[src/rtl/spi_reg_pkg.sv]
package spi_reg_pkg;

  typedef enum logic [1:0] {
    PH_CMD = 2'd0,
    PH_RD  = 2'd1,
    PH_WR  = 2'd2
  } phase_e;

  // strobes from control to datapath, at most one SCLK event per cycle
  typedef struct packed {
    logic idle;     // chip select inactive
    logic sample;   // rising SCLK: shift MOSI in
    logic cmdRd;    // command byte complete, read
    logic cmdWr;    // command byte complete, write
    logic rdNext;   // later read address byte complete
    logic wrData;   // write data byte complete
    logic loadTx;   // falling SCLK at byte boundary
    logic shiftTx;  // falling SCLK inside a byte
  } strobe_t;

endpackage

[src/rtl/spi_byte_fifo.sv]
module spi_byte_fifo #(
  parameter int WIDTH = 8,
  parameter int DEPTH = 8
) (
  input  logic             clk,
  input  logic             rstN,
  input  logic             push,
  input  logic             pop,
  input  logic [WIDTH-1:0] din,
  output logic [WIDTH-1:0] dout,
  output logic             full,
  output logic             empty
);
  localparam int PTR_W = (DEPTH > 1) ? $clog2(DEPTH) : 1;
  localparam int CNT_W = PTR_W + 1;
  localparam logic [PTR_W-1:0] LAST = PTR_W'(DEPTH - 1);
  localparam logic [CNT_W-1:0] FULL_CNT = CNT_W'(DEPTH);

  logic [WIDTH-1:0] mem [DEPTH];
  logic [PTR_W-1:0] wrPtr, rdPtr;
  logic [CNT_W-1:0] count;
  logic doPush, doPop;

  assign full   = (count == FULL_CNT);
  assign empty  = (count == '0);
  assign doPush = push && !full;
  assign doPop  = pop && !empty;
  assign dout   = mem[rdPtr];

  always_ff @(posedge clk) begin
    if (doPush) mem[wrPtr] <= din;
  end

  always_ff @(posedge clk or negedge rstN) begin
    if (!rstN) begin
      wrPtr <= '0;
      rdPtr <= '0;
      count <= '0;
    end else begin
      if (doPush) wrPtr <= (wrPtr == LAST) ? '0 : wrPtr + 1'b1;
      if (doPop)  rdPtr <= (rdPtr == LAST) ? '0 : rdPtr + 1'b1;
      case ({doPush, doPop})
        2'b10:   count <= count + 1'b1;
        2'b01:   count <= count - 1'b1;
        default: count <= count;
      endcase
    end
  end
endmodule

[src/rtl/spi_reg_ctrl.sv]
module spi_reg_ctrl
  import spi_reg_pkg::*;
#(
  parameter int SYNC_STAGES = 2
) (
  input  logic    clk,
  input  logic    rstN,
  input  logic    sclk,
  input  logic    csN,
  input  logic    mosi,
  output strobe_t strb,
  output logic    mosiBit
);
  logic [SYNC_STAGES-1:0] sclkSh, csSh, mosiSh;
  logic sclkS, sclkQ, csActive, rise, fall, byteEnd, cmdBit;
  logic [2:0] bitCnt;
  phase_e phase;

  always_ff @(posedge clk or negedge rstN) begin
    if (!rstN) begin
      sclkSh <= '0;
      csSh   <= '1;
      mosiSh <= '0;
      sclkQ  <= 1'b0;
    end else begin
      sclkSh <= {sclkSh[SYNC_STAGES-2:0], sclk};
      csSh   <= {csSh[SYNC_STAGES-2:0], csN};
      mosiSh <= {mosiSh[SYNC_STAGES-2:0], mosi};
      sclkQ  <= sclkS;
    end
  end

  assign sclkS    = sclkSh[SYNC_STAGES-1];
  assign mosiBit  = mosiSh[SYNC_STAGES-1];
  assign csActive = !csSh[SYNC_STAGES-1];
  assign rise     = csActive && sclkS && !sclkQ;
  assign fall     = csActive && !sclkS && sclkQ;
  assign byteEnd  = rise && (bitCnt == 3'd7);

  always_ff @(posedge clk or negedge rstN) begin
    if (!rstN) begin
      bitCnt <= '0;
      phase  <= PH_CMD;
      cmdBit <= 1'b0;
    end else if (!csActive) begin
      bitCnt <= '0;
      phase  <= PH_CMD;
    end else if (rise) begin
      bitCnt <= bitCnt + 1'b1;
      if (phase == PH_CMD && bitCnt == 3'd0) cmdBit <= mosiBit;
      if (phase == PH_CMD && bitCnt == 3'd7) phase <= cmdBit ? PH_RD : PH_WR;
    end
  end

  always_comb begin
    strb         = '0;
    strb.idle    = !csActive;
    strb.sample  = rise;
    strb.cmdRd   = byteEnd && (phase == PH_CMD) && cmdBit;
    strb.cmdWr   = byteEnd && (phase == PH_CMD) && !cmdBit;
    strb.rdNext  = byteEnd && (phase == PH_RD);
    strb.wrData  = byteEnd && (phase == PH_WR);
    strb.loadTx  = fall && (bitCnt == 3'd0);
    strb.shiftTx = fall && (bitCnt != 3'd0);
  end
endmodule

[src/rtl/spi_reg_datapath.sv]
module spi_reg_datapath
  import spi_reg_pkg::*;
#(
  parameter int ADDR_W     = 6,
  parameter int FIFO_DEPTH = 8,
  parameter int FIFO_ADDR  = 2
) (
  input  logic    clk,
  input  logic    rstN,
  input  strobe_t strb,
  input  logic    mosiBit,
  output logic    miso,
  output logic    fifoOverflow
);
  localparam int NREGS = 1 << ADDR_W;
  localparam logic [ADDR_W-1:0] FIFO_SEL = FIFO_ADDR[ADDR_W-1:0];

  logic [7:0] regs [NREGS];
  logic [6:0] rxReg;
  logic [7:0] newByte, txReg, fifoHead, rdData;
  logic [ADDR_W-1:0] addrQ, pendAddr;
  logic pendValid, fifoFull, fifoEmpty, fifoPush, fifoPop, pendFifo;

  assign newByte  = {rxReg, mosiBit};
  assign pendFifo = (pendAddr == FIFO_SEL);
  assign fifoPush = strb.wrData && (addrQ == FIFO_SEL);
  assign fifoPop  = strb.loadTx && pendValid && pendFifo && !fifoEmpty;
  assign rdData   = !pendValid ? 8'h00 :
                    pendFifo   ? (fifoEmpty ? 8'h00 : fifoHead) :
                                 regs[pendAddr];
  assign miso     = txReg[7];

  spi_byte_fifo #(.WIDTH(8), .DEPTH(FIFO_DEPTH)) u_fifo (
    .clk   (clk),
    .rstN  (rstN),
    .push  (fifoPush),
    .pop   (fifoPop),
    .din   (newByte),
    .dout  (fifoHead),
    .full  (fifoFull),
    .empty (fifoEmpty)
  );

  always_ff @(posedge clk or negedge rstN) begin
    if (!rstN) begin
      rxReg        <= '0;
      addrQ        <= '0;
      pendAddr     <= '0;
      pendValid    <= 1'b0;
      txReg        <= '0;
      fifoOverflow <= 1'b0;
    end else begin
      if (strb.sample) rxReg <= newByte[6:0];
      if (strb.cmdWr) addrQ <= newByte[ADDR_W:1];
      if (strb.idle) begin
        pendValid <= 1'b0;
        txReg     <= '0;
      end else begin
        if (strb.cmdRd) begin
          pendAddr  <= newByte[ADDR_W:1];
          pendValid <= 1'b1;
        end else if (strb.rdNext) begin
          pendAddr  <= newByte[ADDR_W:1];
          pendValid <= (newByte != 8'h00);
        end else if (strb.loadTx) begin
          pendValid <= 1'b0;
        end
        if (strb.loadTx)       txReg <= rdData;
        else if (strb.shiftTx) txReg <= {txReg[6:0], 1'b0};
      end
      if (fifoPush && fifoFull) fifoOverflow <= 1'b1;
    end
  end

  always_ff @(posedge clk or negedge rstN) begin
    if (!rstN) begin
      for (int i = 0; i < NREGS; i++) regs[i] <= '0;
    end else if (strb.wrData && (addrQ != FIFO_SEL)) begin
      regs[addrQ] <= newByte;
    end
  end
endmodule

[src/rtl/spi_reg_slave.sv]
module spi_reg_slave
  import spi_reg_pkg::*;
#(
  parameter int ADDR_W      = 6,
  parameter int FIFO_DEPTH  = 8,
  parameter int FIFO_ADDR   = 2,
  parameter int SYNC_STAGES = 2
) (
  input  logic clk,
  input  logic rstN,
  input  logic sclk,
  input  logic csN,
  input  logic mosi,
  output logic miso,
  output logic fifoOverflow
);
  strobe_t strb;
  logic mosiBit;

  spi_reg_ctrl #(.SYNC_STAGES(SYNC_STAGES)) u_ctrl (
    .clk     (clk),
    .rstN    (rstN),
    .sclk    (sclk),
    .csN     (csN),
    .mosi    (mosi),
    .strb    (strb),
    .mosiBit (mosiBit)
  );

  spi_reg_datapath #(
    .ADDR_W     (ADDR_W),
    .FIFO_DEPTH (FIFO_DEPTH),
    .FIFO_ADDR  (FIFO_ADDR)
  ) u_dp (
    .clk          (clk),
    .rstN         (rstN),
    .strb         (strb),
    .mosiBit      (mosiBit),
    .miso         (miso),
    .fifoOverflow (fifoOverflow)
  );
endmodule

[config.mk]
export PLATFORM = sky130hd
export DESIGN_NAME = spi_reg_slave
export DESIGN_NICKNAME = d
export VERILOG_FILES = /design/src/rtl/spi_reg_pkg.sv /design/src/rtl/spi_byte_fifo.sv /design/src/rtl/spi_reg_ctrl.sv /design/src/rtl/spi_reg_datapath.sv /design/src/rtl/spi_reg_slave.sv
export SDC_FILE = /design/constraint.sdc
export NUM_CORES = 1
export LEC_CHECK = 0
export BUFFER_PORTS_ARGS = -buffer_cell sky130_fd_sc_hd__clkbuf_2
export CAP_MARGIN = 20
export CORE_MARGIN = 2
export CORE_UTILIZATION = 25
export DETAILED_ROUTE_END_ITERATION = 8
export PLACE_DENSITY = 0.45
export RECOVER_POWER = 25
export SYNTH_ARGS = -nofsm -noshare
export SYNTH_HDL_FRONTEND = slang
export SYNTH_SLANG_ARGS = --single-unit
export TNS_END_PERCENT = 5
[constraint.sdc]
create_clock -name clk -period 8 [get_ports clk]
set_input_delay 0.4 -clock clk [delete_from_list [all_inputs] [get_ports clk]]
set_output_delay 0.4 -clock clk [all_outputs]
set_load 0.05 [all_outputs]
==> results.toml <==
[run_status]
status = "finished with violations"
violations = "max-capacitance violations, max-slew violations"

[logic_synthesis]
synth-edff-count = 64
syn_inst = 1910
synth_common_cells = "562 x dfrtp_1, 530 x mux2_2, 109 x clkbuf_1"
synth.yosys.warnings = 0
synth_area_um2 = 28400
ys_types = 60
synth_top_area_cell = "dfrtp_1"
syn-num-nets = 1926
synth-seq-area-share_pct = 56.5
ys_async_sr_fraction_pct = 89.8
avgSynthCellArea_um2 = 14.9
synth-main-ff-cell = "dfrtp_1"
ys_seq_elements = 628
synthMostInstantiatedCell = "dfrtp_1"
yosysTopAreaCellShare_pct = 49.5
synthTopCellsByArea = "dfrtp_1 50%, mux2_2 21%, mux4_2 8.4%, edfxtp_1 6.8%, mux2i_1 3.4%"

[placed_design]
dpl.hpwl_um = 48400
placedCellCount = 3302
portBuffers = 6
place.gp.congestion = 0.769

[die]
pin_count = 7
coreArea_um2 = 112000
start_util_pct = 25.2
fp-row-count = 123
die_area_um2 = 116000
die_h_um = 341
die_x_um = 341

[route]
dr.first_iter.drc_count = 946
viasPerCell = 4.68
drc = 0
wire_per_inst_um = 22.6
first_pass_iters = 5
drt_wl_total_um = 77900
vias = 16100
ant_nets = 0

[finish]
fillers = 11200
instances_no_fill = 3440
multi_input_area_um2 = 11700
area_growth_pct = 14.9
regArea_um2 = 16100
post_route_cells_drive_above_1_share_pct = 44.5
fin_nets = 1899

[sta]
period_needed_ps = 4310
fmaxAchievable_ghz = 0.232
finalSetupViolCount = 0
finalHoldViolations = 0
clock_skew_ps = 18.5
finalCritPeriodShare_pct = 53.8
slew_violations = 544
finalSetupTns_ps = 0
tightestPinTransition_ps = 4140
rsz0062_at_grt = "no"
slew_headroom_pct = -176
holdWs_ps = 362

[grt]
grt_usage_pct = 13.6
grt_pass1_wl_um = 120000
first_global_vias = 17500
antenna_found_initial = 1
grt_max_degree = 179
grt_overflow = 0

[pwr]
max-vdd-ir-drop_mv = 0.151
leakage_nw = 14.2
power.density_nw_per_um2 = 219

[clock_tree]
cts-htree-levels = 3
cts.reportedPaths.clkPinSlew_ps = 60
ctsResizeCount = 0
cts_made_buffers = 74
clock_path_buffers = 3
cts.sinks = 628
cts_hold_buf = 4
cts_setup_buffers = 0
clock_latency_ps = 620
root_buffer = "clkbuf_16"
cts_tree = "built"

[setup_path]
worstPathRequired_ps = 8510
cp-start-kind = "flip-flop"
worstReg2RegStart = "u_dp.rxReg[4]$_DFFE_PN0P_"
cp_data_arrival_time_ps = 4820
path_max_fanout = 76
setup.worst_path.start = "u_dp.rxReg[4]$_DFFE_PN0P_"
r2r_end = "u_dp.pendValid$_DFFE_PN0P_"
cp-end-kind = "flip-flop"
worstRegToRegCells = 5
timing.critical_path.to = "u_dp.pendValid$_DFFE_PN0P_"
reg2reg_slack_ps = 3690
path_class = "reg2reg"

[min_path]
whs_path_depth = 0
min_path_type = "reg2reg"

[job]
drv_cap = 9
## cell usage in the layout, fill, tap and decap left out, types with 26 or more instances in the layout
cell type  count
mux2_2       530
nand2_2       26
clkbuf_16     75
a22oi_1       34
nor2_2        33
edfxtp_1      64
nand3_1       27
nor2_1        33
nand2_1       67
dfrtp_1      554
mux4_2       106
mux2i_1       97
## registers in the layout (all words and copies together) (netlist names)
register / count
u_ctrl.sclkSh: 2
u_ctrl.bitCnt: 3
u_dp.pendAddr: 6
u_dp.txReg: 8
u_dp.regs: 512
u_dp.fifoOverflow: 1
u_dp.rxReg: 7
u_ctrl.sclkQ: 1
u_dp.u_fifo.mem: 64
u_dp.pendValid: 1
u_ctrl.csSh: 2
u_ctrl.phase: 2
u_ctrl.mosiSh: 2
u_dp.u_fifo.rdPtr: 3
u_ctrl.cmdBit: 1
u_dp.addrQ: 6
u_dp.u_fifo.count: 4
u_dp.u_fifo.wrPtr: 3
## cell families (layout without fill, tap and decap cells)
group	after synthesis	in the layout	synth area share (%)
xor+xnor	5	5	0.154
simple gates	268	268	5.14
mux	736	736	33.0
compound gates	110	110	2.53
fa+ha+maj	11	11	0.511
buf+inv	152	181	2.19
other cells	0	1	0
flops	628	628	56.5
## where the power goes
part | internal (mW) | switching [mW]
combinational | 0.0289 | 0.258
clock | 2.19 | 1.36
sequential | 3.25 | 0.0426
total | 5.47 | 1.66
## worst min path at each step
stage	from	endpoint	slack, ps
final	u_ctrl.mosiSh[0]$_DFF_PN0_	u_ctrl.mosiSh[1]$_DFF_PN0_	360
after global routing	u_ctrl.mosiSh[0]$_DFF_PN0_	u_ctrl.mosiSh[1]$_DFF_PN0_	370
after CTS	u_ctrl.mosiSh[0]$_DFF_PN0_	u_ctrl.mosiSh[1]$_DFF_PN0_	360
after detailed placement	u_ctrl.mosiSh[0]$_DFF_PN0_	u_ctrl.mosiSh[1]$_DFF_PN0_	340
after global placement	u_ctrl.mosiSh[0]$_DFF_PN0_	u_ctrl.mosiSh[1]$_DFF_PN0_	350
after floorplan	rstN	u_ctrl.bitCnt[0]$_DFFE_PN0P_	100
## metrics by stage
stage                     power [mW]  setup WS [ps]  utilization (%)  instance area, um^2
after floorplan                 3.46           4670                -                28400
after global placement          3.65           4280             26.7                30000
after detailed placement        3.65           4490             26.7                30000
after CTS                       7.25           4450             29.0                32600
after global routing            7.40           3270             29.0                32600
final                           7.13           3690             29.0                32600
## critical path, cell delays in order, from the launching register on
cell	delay, ps
dfrtp_2	330
clkbuf_1	2770
nor4_1	420
nand3b_1	280
nor4_1	70
a22oi_1	330
## per-layer routing
layer / up-vias / track usage, % / wire length (um)
li1: 7015 / - / -
met1: 8718 / 18.3 / 35900
met2: 233 / 22.6 / 38000
met3: 126 / 2.07 / 2160
met4: 2 / 3.57 / 1850
met5: - / 0 / 13
## area by class of cell
class | instances | area share, %
diodes | 1 | 0.00767
clock buffers | 97 | 6.38
clock inverters | 35 | 1.49
inverters | 9 | 0.104
multi-input cells | 1130 | 36.0
flip-flops and latches | 628 | 49.2
well taps | 1500 | 5.76
repair buffers | 40 | 1.01
No activity file was read; power rests on OpenSTA's default activity.
